### config.mk
export PLATFORM = sky130hd
export DESIGN_NAME = airtime_calc
export DESIGN_NICKNAME = d
export VERILOG_FILES = /design/src/rtl/airtime_pkg.sv /design/src/rtl/airtime_rate_sel.sv /design/src/rtl/airtime_bw_cfg.sv /design/src/rtl/airtime_div.sv /design/src/rtl/airtime_calc.sv
export SDC_FILE = /design/constraint.sdc
export NUM_CORES = 1
export LEC_CHECK = 0
export ABC_AREA = 1
export BUFFER_PORTS_ARGS = -buffer_cell sky130_fd_sc_hd__buf_2
export CORE_UTILIZATION = 58
export CTS_CLUSTER_SIZE = 12
export DETAILED_ROUTE_END_ITERATION = 6
export HOLD_SLACK_MARGIN = 0.12
export PLACE_DENSITY = 0.76
export SETUP_SLACK_MARGIN = 0.3
export SLEW_MARGIN = 20
export SYNTH_ARGS = -nofsm -noshare
export SYNTH_HDL_FRONTEND = slang
export SYNTH_SLANG_ARGS = --single-unit
### constraint.sdc
create_clock -name clk -period 4.9 [get_ports clk]
set_input_delay 0.49 -clock clk [delete_from_list [all_inputs] [get_ports clk]]
set_output_delay 0.49 -clock clk [all_outputs]
set_load 0.1 [all_outputs]
### src/rtl/airtime_pkg.sv
package airtime_pkg;

    localparam int IDX_W      = 4;
    localparam int RATE_W     = 10;
    localparam int SYM_W      = 5;
    localparam int T_W        = 7;
    localparam int LAST_RATE  = 11;
    localparam int PLCP_BITS  = 22;
    localparam int ACK_BYTES  = 10;
    localparam int SHORT_CUT  = 96;

    localparam int PRE_BASE   = 20;
    localparam int PRE_MIN    = 14;
    localparam int SYM_BASE   = 4;
    localparam int SIFS_FULL  = 16;
    localparam int SIFS_TURBO = 8;
    localparam int SIFS_HALF  = 32;
    localparam int SIFS_QTR   = 64;

    typedef enum logic [1:0] {
        BW_20 = 2'd0,
        BW_40 = 2'd1,
        BW_10 = 2'd2,
        BW_5  = 2'd3
    } bw_e;

    typedef struct packed {
        logic [T_W-1:0]   sifs;
        logic [T_W-1:0]   pre;
        logic [SYM_W-1:0] sym;
    } tcfg_t;

    function automatic logic [RATE_W-1:0] rate_of(input logic [IDX_W-1:0] idx);
        case (idx)
            4'd0:    rate_of = RATE_W'(10);
            4'd1:    rate_of = RATE_W'(20);
            4'd2:    rate_of = RATE_W'(55);
            4'd3:    rate_of = RATE_W'(110);
            4'd4:    rate_of = RATE_W'(60);
            4'd5:    rate_of = RATE_W'(90);
            4'd6:    rate_of = RATE_W'(120);
            4'd7:    rate_of = RATE_W'(180);
            4'd8:    rate_of = RATE_W'(240);
            4'd9:    rate_of = RATE_W'(360);
            4'd10:   rate_of = RATE_W'(480);
            default: rate_of = RATE_W'(540);
        endcase
    endfunction

    function automatic logic [IDX_W-1:0] ack_map(input logic [IDX_W-1:0] idx,
                                                 input logic hi);
        if (!hi) begin
            ack_map = (idx < 4) ? IDX_W'(0) : IDX_W'(4);
        end else begin
            case (idx)
                4'd0:             ack_map = IDX_W'(0);
                4'd1, 4'd2, 4'd3: ack_map = IDX_W'(1);
                4'd4, 4'd5:       ack_map = IDX_W'(4);
                4'd6, 4'd7:       ack_map = IDX_W'(6);
                default:          ack_map = IDX_W'(8);
            endcase
        end
    endfunction

    function automatic logic short_capable(input logic [IDX_W-1:0] idx);
        short_capable = (idx >= 1) && (idx <= 3);
    endfunction

    function automatic tcfg_t mode_cfg(input bw_e bw);
        tcfg_t c;
        case (bw)
            BW_40: begin
                c.sifs = T_W'(SIFS_TURBO);
                c.pre  = T_W'(PRE_MIN);
                c.sym  = SYM_W'(SYM_BASE);
            end
            BW_10: begin
                c.sifs = T_W'(SIFS_HALF);
                c.pre  = T_W'(PRE_BASE * 2);
                c.sym  = SYM_W'(SYM_BASE * 2);
            end
            BW_5: begin
                c.sifs = T_W'(SIFS_QTR);
                c.pre  = T_W'(PRE_BASE * 4);
                c.sym  = SYM_W'(SYM_BASE * 4);
            end
            default: begin
                c.sifs = T_W'(SIFS_FULL);
                c.pre  = T_W'(PRE_BASE);
                c.sym  = SYM_W'(SYM_BASE);
            end
        endcase
        mode_cfg = c;
    endfunction

endpackage

### src/rtl/airtime_rate_sel.sv
module airtime_rate_sel
    import airtime_pkg::*;
#(
    parameter int LEN_W = 12,
    parameter int NUM_W = 19
) (
    input  logic [LEN_W-1:0]  len_i,
    input  logic [IDX_W-1:0]  idx_i,
    input  logic              ack_mode_i,
    input  logic              hi_ack_i,
    input  logic              short_pre_i,
    output logic [RATE_W-1:0] rate_o,
    output logic [NUM_W-1:0]  num_o,
    output logic              cut_o
);
    localparam int XW = NUM_W + 4;

    logic [IDX_W-1:0] clamped;
    logic [IDX_W-1:0] eff_idx;
    logic [LEN_W-1:0] len_eff;
    logic [XW-1:0]    bits;
    logic [XW-1:0]    dividend;

    always_comb begin
        clamped  = (idx_i > IDX_W'(LAST_RATE)) ? IDX_W'(LAST_RATE) : idx_i;
        eff_idx  = ack_mode_i ? ack_map(clamped, hi_ack_i) : clamped;
        len_eff  = ack_mode_i ? LEN_W'(ACK_BYTES) : len_i;
        bits     = XW'(PLCP_BITS) + (XW'(len_eff) << 3);
        dividend = bits * XW'(10);
        num_o    = dividend[NUM_W-1:0];
        rate_o   = rate_of(eff_idx);
        cut_o    = short_pre_i && short_capable(eff_idx);
    end


    always_comb begin
        if (ack_mode_i && !hi_ack_i) begin
            lo_ack_map_chk: assert (eff_idx == IDX_W'(0) || eff_idx == IDX_W'(4));
        end
    end


    always_comb begin
        idx_range_chk: assert (eff_idx <= IDX_W'(LAST_RATE));
    end

endmodule

### src/rtl/airtime_bw_cfg.sv
module airtime_bw_cfg
    import airtime_pkg::*;
(
    input  bw_e   bw_i,
    output tcfg_t cfg_o
);
    localparam int N_MODES = 4;

    tcfg_t tab [N_MODES];

    for (genvar g = 0; g < N_MODES; g++) begin : g_mode
        assign tab[g] = mode_cfg(bw_e'(g));
    end

    assign cfg_o = tab[bw_i];

endmodule

### src/rtl/airtime_div.sv
module airtime_div #(
    parameter int NUM_W = 19,
    parameter int DEN_W = 15
) (
    input  logic             clk,
    input  logic             rst,
    input  logic             go_i,
    input  logic [NUM_W-1:0] num_i,
    input  logic [DEN_W-1:0] den_i,
    output logic             busy_o,
    output logic             fin_o,
    output logic [NUM_W-1:0] quo_o,
    output logic             rem_nz_o
);
    localparam int CNT_W = $clog2(NUM_W + 1);

    logic [DEN_W-1:0] rem_r;
    logic [DEN_W-1:0] den_r;
    logic [NUM_W-1:0] quo_r;
    logic [CNT_W-1:0] cnt_r;
    logic             busy_r;
    logic             fin_r;

    logic [DEN_W:0]   shifted;
    logic             take;
    logic [DEN_W:0]   diff;
    logic [DEN_W-1:0] rem_nx;

    always_comb begin
        shifted = {rem_r, quo_r[NUM_W-1]};
        take    = shifted >= {1'b0, den_r};
        diff    = shifted - {1'b0, den_r};
        rem_nx  = take ? diff[DEN_W-1:0] : shifted[DEN_W-1:0];
    end

    always_ff @(posedge clk) begin
        if (rst) begin
            rem_r  <= '0;
            den_r  <= '0;
            quo_r  <= '0;
            cnt_r  <= '0;
            busy_r <= 1'b0;
            fin_r  <= 1'b0;
        end else begin
            fin_r <= 1'b0;
            if (!busy_r) begin
                if (go_i) begin
                    rem_r  <= '0;
                    den_r  <= den_i;
                    quo_r  <= num_i;
                    cnt_r  <= CNT_W'(NUM_W);
                    busy_r <= 1'b1;
                end
            end else begin
                rem_r <= rem_nx;
                quo_r <= {quo_r[NUM_W-2:0], take};
                cnt_r <= cnt_r - 1'b1;
                if (cnt_r == CNT_W'(1)) begin
                    busy_r <= 1'b0;
                    fin_r  <= 1'b1;
                end
            end
        end
    end

    assign busy_o   = busy_r;
    assign fin_o    = fin_r;
    assign quo_o    = quo_r;
    assign rem_nz_o = (rem_r != '0);


    rem_below_den_chk: assert property (@(posedge clk) disable iff (rst)
        busy_r |-> (rem_r < den_r));


    nonzero_den_chk: assert property (@(posedge clk) disable iff (rst)
        (go_i && !busy_r) |-> (den_i != '0));


    fin_single_chk: assert property (@(posedge clk) disable iff (rst)
        fin_r |=> !fin_r);

endmodule

### src/rtl/airtime_calc.sv
module airtime_calc
    import airtime_pkg::*;
#(
    parameter int LEN_W = 12,
    parameter int DUR_W = 16
) (
    input  logic             clk,
    input  logic             rst,
    input  logic             start_i,
    input  logic [LEN_W-1:0] len_i,
    input  logic [3:0]       rate_idx_i,
    input  logic [1:0]       bw_i,
    input  logic             ack_mode_i,
    input  logic             hi_ack_i,
    input  logic             short_pre_i,
    output logic [DUR_W-1:0] dur_o,
    output logic             done_o
);
    localparam int NUM_MAX = (PLCP_BITS + 8 * ((1 << LEN_W) - 1)) * 10;
    localparam int NUM_W   = $clog2(NUM_MAX + 1);
    localparam int DEN_W   = RATE_W + SYM_W;
    localparam int ACC_W   = NUM_W + SYM_W + 2;

    logic [RATE_W-1:0] rate;
    logic [NUM_W-1:0]  num;
    logic              cut;
    tcfg_t             cfg_now;
    logic [DEN_W-1:0]  den;

    logic              busy_r;
    tcfg_t             cfg_r;
    logic              cut_r;
    logic              go;
    logic              div_busy;
    logic              div_fin;
    logic [NUM_W-1:0]  quo;
    logic              rem_nz;

    logic [NUM_W:0]    symbols;
    logic [ACC_W-1:0]  acc;
    logic [ACC_W-1:0]  acc_cut;
    logic [DUR_W-1:0]  dur_r;
    logic              done_r;

    airtime_rate_sel #(.LEN_W(LEN_W), .NUM_W(NUM_W)) u_sel (
        .len_i       (len_i),
        .idx_i       (rate_idx_i),
        .ack_mode_i  (ack_mode_i),
        .hi_ack_i    (hi_ack_i),
        .short_pre_i (short_pre_i),
        .rate_o      (rate),
        .num_o       (num),
        .cut_o       (cut)
    );

    airtime_bw_cfg u_bw (
        .bw_i  (bw_e'(bw_i)),
        .cfg_o (cfg_now)
    );

    assign den = DEN_W'(rate) * DEN_W'(cfg_now.sym);
    assign go  = start_i && !busy_r;

    airtime_div #(.NUM_W(NUM_W), .DEN_W(DEN_W)) u_div (
        .clk      (clk),
        .rst      (rst),
        .go_i     (go),
        .num_i    (num),
        .den_i    (den),
        .busy_o   (div_busy),
        .fin_o    (div_fin),
        .quo_o    (quo),
        .rem_nz_o (rem_nz)
    );

    always_comb begin
        symbols = {1'b0, quo} + (NUM_W + 1)'(rem_nz);
        acc     = ACC_W'(cfg_r.sifs) + ACC_W'(cfg_r.pre)
                + ACC_W'(cfg_r.sym) * ACC_W'(symbols);
        if (cut_r) begin
            acc_cut = (acc > ACC_W'(SHORT_CUT)) ? acc - ACC_W'(SHORT_CUT) : '0;
        end else begin
            acc_cut = acc;
        end
    end

    always_ff @(posedge clk) begin
        if (rst) begin
            busy_r <= 1'b0;
            cfg_r  <= '0;
            cut_r  <= 1'b0;
            dur_r  <= '0;
            done_r <= 1'b0;
        end else begin
            done_r <= 1'b0;
            if (go) begin
                busy_r <= 1'b1;
                cfg_r  <= cfg_now;
                cut_r  <= cut;
            end
            if (busy_r && div_fin) begin
                busy_r <= 1'b0;
                dur_r  <= acc_cut[DUR_W-1:0];
                done_r <= 1'b1;
            end
        end
    end

    assign dur_o  = dur_r;
    assign done_o = done_r;


    done_pulse_chk: assert property (@(posedge clk) disable iff (rst)
        done_r |=> !done_r);


    dur_hold_chk: assert property (@(posedge clk) disable iff (rst)
        !done_r |-> $stable(dur_r));


    busy_ignore_chk: assert property (@(posedge clk) disable iff (rst)
        (busy_r && start_i) |=> $stable(cfg_r) && $stable(cut_r));


    div_tracks_busy_chk: assert property (@(posedge clk) disable iff (rst)
        div_busy |-> busy_r);


    floor_chk: assert property (@(posedge clk) disable iff (rst)
        (done_r && !cut_r) |-> (ACC_W'(dur_r) >= ACC_W'(cfg_r.sifs) + ACC_W'(cfg_r.pre)));

endmodule

Yosys cells after proc, flatten, opt, wreduce, memory -nomap -nowiden
Memory sizes are Yosys's and may differ from the RTL's.
Index checks and enable logic that the tools add are counted.
{ "word_totals": {"word_cells": 68, "in_bits": 24, "register_bits": 94, "rom_bits": 184, "out_inout_bits": 17, "mem_count": 2} }
{ "mem_list": {"columns": ["memory", "depth", "width", "read_ports", "rd_ports_with_merged_regs", "write_ports", "line", "source"], "rows": [
  ["(name not given)", 16, 10, 1, 0, 0, "airtime_pkg.sv:34", "case (idx)"],
  ["(name not given)", 8, 3, 1, 0, 0, "airtime_pkg.sv:55", "case (idx)"]
]} }
{ "classes": {"mux": 23, "n_eq_ne": 1, "add_sub_neg": 7, "bitwise": 2, "magnitude_cmp": 7, "reduce_logical": 10, "mul": 3} }
{ "op_table": {"columns": ["operator", "n"], "rows": [
  ["19-bit 2-to-1 mux", 4],
  ["15-bit 2-to-1 mux", 3],
  ["19-bit binary-select mux with 2-bit select", 1],
  ["16-bit 2-to-1 mux", 2],
  ["8-bit by 25-bit adder with 26-bit output", 1],
  ["26-bit by 7-bit greater-than comparator with 1-bit output, second input constant", 1],
  ["5-bit by 20-bit multiplier with 25-bit output", 1],
  ["23-bit by 3-bit multiplier with 18-bit output, second input constant", 1],
  ["19-bit by 1-bit adder with 20-bit output", 1],
  ["5-bit by 15-bit adder with 16-bit output, first input constant", 1],
  ["16-bit by 15-bit greater-or-equal comparator with 1-bit output", 1],
  ["4-bit 2-to-1 mux", 4],
  ["16-bit by 7-bit subtractor with 16-bit output, second input constant", 1],
  ["10-bit by 5-bit multiplier with 15-bit output", 1],
  ["15-bit nonzero test", 1],
  ["15-bit subtractor", 1],
  ["12-bit 2-to-1 mux", 1],
  ["5-bit 2-to-1 mux", 2],
  ["7-bit by 7-bit adder with 8-bit output", 1],
  ["5-bit by 1-bit == test with 1-bit output, second input constant", 1],
  ["1-bit 2-to-1 mux", 5],
  ["5-bit by 1-bit subtractor with 5-bit output, second input constant", 1],
  ["4-bit by 1-bit greater-or-equal comparator with 1-bit output, second input constant", 1],
  ["4-bit greater-than comparator, second input constant", 1],
  ["11 further kinds", 15]
]} }

Logic depth before layout (Yosys ltp)
{ "logic_depth": {"depth_word": 9, "depth_mapped": 35} }

By module
From an unflattened synthesis, not the netlist that was laid out.
{ "unflattened": {"hier_cells": 1966, "hier_area_um2": 13066.3} }
{ "by_module_without_submodules": {"columns": ["module", "area_each_um2", "instances", "cells_each", "seq_area_each_um2"], "rows": [
  ["airtime_calc", 7716.2, 1, 1128, 760.7],
  ["airtime_div", 3499.6, 1, 524, 1121.1],
  ["airtime_rate_sel", 1695.4, 1, 294, 0.0],
  ["airtime_bw_cfg", 155.1, 1, 20, 0.0]
]} }

Worst setup path before layout
OpenSTA, ideal clock, no wires.
{ "synth_timing": {"path_type": "reg2reg", "from": "register u_div.rem_r[8]", "to": "register dur_r[13], in the netlist dur_o[13]", "stages_incl_launch_ff": 28, "slack_ns": -0.401, "setup_ns": 0.115, "required_ns": 4.785, "arrival_ns": 5.186, "cell_sequence": "dfxtp_1 -> nor4_1 -> nand4_1 -> ha_1 -> ha_1 -> xor2_1 -> nand2_1 -> fa_1 -> fa_1 -> inv_1 -> ha_1 -> inv_1 -> fa_1 -> inv_1 -> ha_1 -> inv_1 -> fa_1 -> xor2_1 -> inv_1 -> ha_1 -> nor2_1 -> and3_1 -> nand3_1 -> nor2_2 -> nand2_1 -> a21oi_1 -> nand3b_1 -> nand2_1"} }
{ "synth_via": {"elab_chain_cells": 7} }
{ "synth_rtl": {"columns": ["item", "line", "source"], "rows": [
  ["from (decl)", "airtime_div.sv:17", "logic [DEN_W-1:0] rem_r;"],
  ["from (signal assigned)", "airtime_div.sv:55", "rem_r <= rem_nx;"],
  ["15-bit nonzero test (*)", "airtime_div.sv:69", "assign rem_nz_o = (rem_r != '0);"],
  ["19-bit by 1-bit adder with 20-bit output (*)", "airtime_calc.sv:77", "symbols = {1'b0, quo} + (NUM_W + 1)'(rem_nz);"],
  ["5-bit by 20-bit multiplier with 25-bit output (*)", "airtime_calc.sv:79", "+ ACC_W'(cfg_r.sym) * ACC_W'(symbols);"],
  ["8-bit by 25-bit adder with 26-bit output (*)", "airtime_calc.sv:79", null],
  ["26-bit by 7-bit greater-than comparator with 1-bit output / 16-bit by 7-bit subtractor with 16-bit output (equally long branches)", "airtime_calc.sv:81", "acc_cut = (acc > ACC_W'(SHORT_CUT)) ? acc - ACC_W'(SHORT_CUT) : '0;"],
  ["16-bit 2-to-1 mux", "airtime_calc.sv:81", null],
  ["16-bit 2-to-1 mux (*)", "airtime_calc.sv:80", "if (cut_r) begin"],
  ["to (signal assigned)", "airtime_calc.sv:103", "dur_r <= acc_cut[DUR_W-1:0];"],
  ["to (decl)", "airtime_calc.sv:42", "logic [DUR_W-1:0] dur_r;"]
]} }
Mark *: on every way between the ends. The rest lies on a longest branch, timed or not.
A chain may end at the register's enable or synchronous reset.

Worst setup path in the final report
{ "layout_timing": {"from": "register u_div.rem_r[8]", "to": "register dur_r[12], in the netlist dur_o[12]"} }
The elaborated chain is that of the path after synthesis.

==> results.sh <==
export IMPL_hold_path_class="input pin to register"
export IMPL_netlist_instances=1405
export IMPL_crit_path_max_fanout=7
export IMPL_drtIter0Drc=625
export IMPL_slew_viol_final=0
export IMPL_first_pass_iters=7
export IMPL_period_share_pct=115
export IMPL_failed_checks="setup timing"
export IMPL_worstSetupEndpointType="register"
export IMPL_cts_max_level=3
export IMPL_setup_ws_ns=-0.736
export IMPL_final_layout_size_suffix_gt1_share_pct=28.1
export IMPL_clockBufferDepth=2
export IMPL_numClockSinks=79
export IMPL_ys_types=49
export IMPL_ioPinCount=41
export IMPL_skew_ns=0.00825
export IMPL_wire_per_inst_um=15.0
export IMPL_cp_slowest_cell="fa_1"
export IMPL_routed_wl_um=27400
export IMPL_ys_seq_area_share_pct=16.7
export IMPL_postRouteAntennaNets=0
export IMPL_initial_core_util_pct=59.5
export IMPL_ys_seq_elements=79
export IMPL_fmax_mhz=177
export IMPL_required_ns=5.15
export IMPL_finalSetupViolations=15
export IMPL_met1_usage_pct=35.1
export IMPL_design_core_area_sq_um=15900
export IMPL_ys_warnings_count=0
export IMPL_pwr_density_cell_nw_per_um2=331
export IMPL_drc=0
export IMPL_avgSynthCellArea_sq_um=6.75
export IMPL_cts_tree="yes"
export IMPL_vias_per_cell=5.42
export IMPL_vias=9907
export IMPL_syn_nets=1626
export IMPL_grt_overflow_total=0
export IMPL_use_met2_pct=59.4
export IMPL_hold_violations=0
export IMPL_cts_buffers=9
export IMPL_ir_worst_vdd_mv=1.48
export IMPL_critical_path_class="register to register"
export IMPL_final_nets=1829
export IMPL_die_h_um=130
export IMPL_io_buffer_count=39
export IMPL_maxSlewHeadroom_pct=57.0
export IMPL_top_usage_layer="met2"
export IMPL_place_detailed_hpwl_um=20400
export IMPL_clk_insertion_delay_late_ns=0.35
export IMPL_die_width_um=130
export IMPL_slowest_delay_ns=0.56
export IMPL_antenna_found_initial=1
export IMPL_fin_crit_ns=5.64
export IMPL_critPathMostFrequentCell="nand2_1"
export IMPL_worstPathArrival_ns=5.88
export IMPL_tightest_slew_ns=0.645
export IMPL_netlist_area_sq_um=9490
export IMPL_setup_tns_ns=-10.64
export IMPL_grt_pass1_vias=9404
export IMPL_grt_max_degree=35
export IMPL_area_growth_synth_to_final_pct=33.9
export IMPL_clk_pin_slew_worst_paths_ns=0.06
export IMPL_root_buffer="clkbuf_16"
export IMPL_rsz0062_at_grt="true"
export IMPL_grt_pass1_wl_um=42600
export IMPL_gr_usage_met3_pct=5.66
export IMPL_gp_congestion=0.975
export IMPL_max_cap_viol_count=0
export IMPL_finalPower_mw=4.21
export IMPL_grt_use_total_pct=31.9
export IMPL_die_area_sq_um=16900
export IMPL_leakage_nw=6.57
export IMPL_rows=46
export IMPL_startpoint_type="register"
export IMPL_status="finished with violations"
[stage by stage]
| step | cell area, sq um | worst slack (ns) | hold slack, ns | instances | utilization, % |
|---|---|---|---|---|---|
| 6_report | 12700 | -0.736 | 0.389 | 1829 | 79.7 |
| 5_1_grt | 12700 | -1.05 | 0.385 | 1828 | 79.7 |
| 4_1_cts | 12100 | -0.483 | 0.390 | 1816 | 76.0 |
| 3_5_place_dp | 11400 | -0.743 | 0.436 | 1791 | 71.6 |
| 3_3_place_gp | 11400 | -0.623 | 0.433 | 1791 | 71.6 |
| 2_1_floorplan | 9850 | -0.199 | 0.443 | 1405 | - |
[worst max-delay path, delay by kind of cell (launching register included)]
family	cells	cell delay, ns
DFF	1	0.34
buffers and inverters	4	0.38
AOI/OAI and AO/OA	1	0.20
adders and majority gates	6	2.38
and+or+nand+nor	18	2.21
[synth_stat cells (all sizes together)]
cell type / number / share of area [%]
a21oi: 88 / 4.7
o22ai: 9 / 0.59
xnor2: 19 / 1.8
a211oi: 1 / 0.079
nor4: 8 / 0.53
a221oi: 1 / 0.092
and3: 2 / 0.13
ha: 160 / 21
a221o: 1 / 0.11
nor2: 103 / 4.2
clkinv: 2 / 0.079
nand4: 17 / 1.1
nand3b: 11 / 0.87
clkbuf: 23 / 0.91
o21bai: 9 / 0.71
xor2: 22 / 2.2
nor3b: 1 / 0.079
a21o: 2 / 0.16
inv: 237 / 9.4
nor3: 23 / 1.3
a22oi: 1 / 0.079
o32ai: 3 / 0.28
or2: 3 / 0.20
a31oi: 13 / 0.86
a21boi: 2 / 0.16
and2: 1 / 0.079
or4: 1 / 0.079
o211ai: 7 / 0.55
o21ai: 59 / 3.1
conb: 1 / 0.040
fa: 37 / 7.8
buf: 8 / 0.51
nand3: 70 / 4.2
o221ai: 2 / 0.18
dfxtp: 79 / 17
nand2: 379 / 15
[cell type report]
class                      count  area, sq um
antenna                        1         2.50
sequential                    79         1600
tap                          216          270
clock inverter                 6         68.8
clock buffer                   9          225
multi-input combinational   1056         8020
timing repair buffer         223         1620
inverter                     239          897
fill                        1091         3230
[layout by cell type (no fill, tap or decap), types with 7 or more instances in the layout]
master / instances
inv_2: 16
nor2_2: 14
a21oi_2: 15
ha_1: 110
nor2_1: 79
nand3_2: 22
clkbuf_16: 9
a31oi_1: 12
ha_4: 45
o21ai_0: 52
buf_2: 38
nor2_4: 10
o22ai_1: 9
dfxtp_1: 65
a21oi_1: 72
nand2_2: 32
fa_1: 34
xnor2_1: 16
dfxtp_2: 13
nand3b_1: 11
nand3_1: 43
buf_4: 181
nor3_1: 17
nand2_1: 343
xor2_1: 17
o211ai_1: 7
inv_1: 221
o21bai_1: 7
nand4_1: 17
[per-layer routing]
layer  vias up  routed length [um]
li1       4949                   -
met2       261               14100
met5         -                   0
met1      4615               11000
met3        82                1200
met4         0                1180
[cell families (layout without fill, tap and decap cells)]
family                   count (synthesis)  in the layout  share of synthesized area [%]
AND/OR/NAND/NOR                        619            619                           27.9
buffers and inverters                  270            477                           10.9
AO/OA/AOI/OAI                          198            198                           11.6
adder cells (fa/ha/maj)                197            197                           28.9
flip-flops                              79             79                           16.7
XOR/XNOR                                41             41                           3.98
other                                    1              2                         0.0395
[final timing paths]
| check | start | slack, ns | cells after the start | end |
|---|---|---|---|---|
| setup reg to reg | u_div.rem_r[8] | -0.74 | 29 | dur_o[12] |
| hold / removal | start_i | 0.39 | 3 | busy_r |
| hold reg to reg | dur_o[13] | 0.45 | 2 | dur_o[13] |
| setup / recovery | u_div.rem_r[8] | -0.74 | 29 | dur_o[12] |
[state kept, by name, indices dropped and copies added, names as in the netlist, 5 cells and up]
name         count
dur_o           15
u_div.cnt_r      5
u_div.quo_o     19
u_div.den_r     13
u_div.rem_r     15
cfg_r            7
[power by group]
group / internal (mW) / total [mW] / switching, mW
Combinational: 1.15 / 2.72 / 1.57
Sequential: 0.743 / 0.810 / 0.0663
Clock: 0.395 / 0.671 / 0.276
[timing repair]
item,in CTS,in global routing
hold buffers,0,0
setup buffers,9,12
gates cloned,1,0
resized for setup,74,100
pin swaps,43,48
setup endpoints to repair,16,19
(Power assumes the default switching activity.)
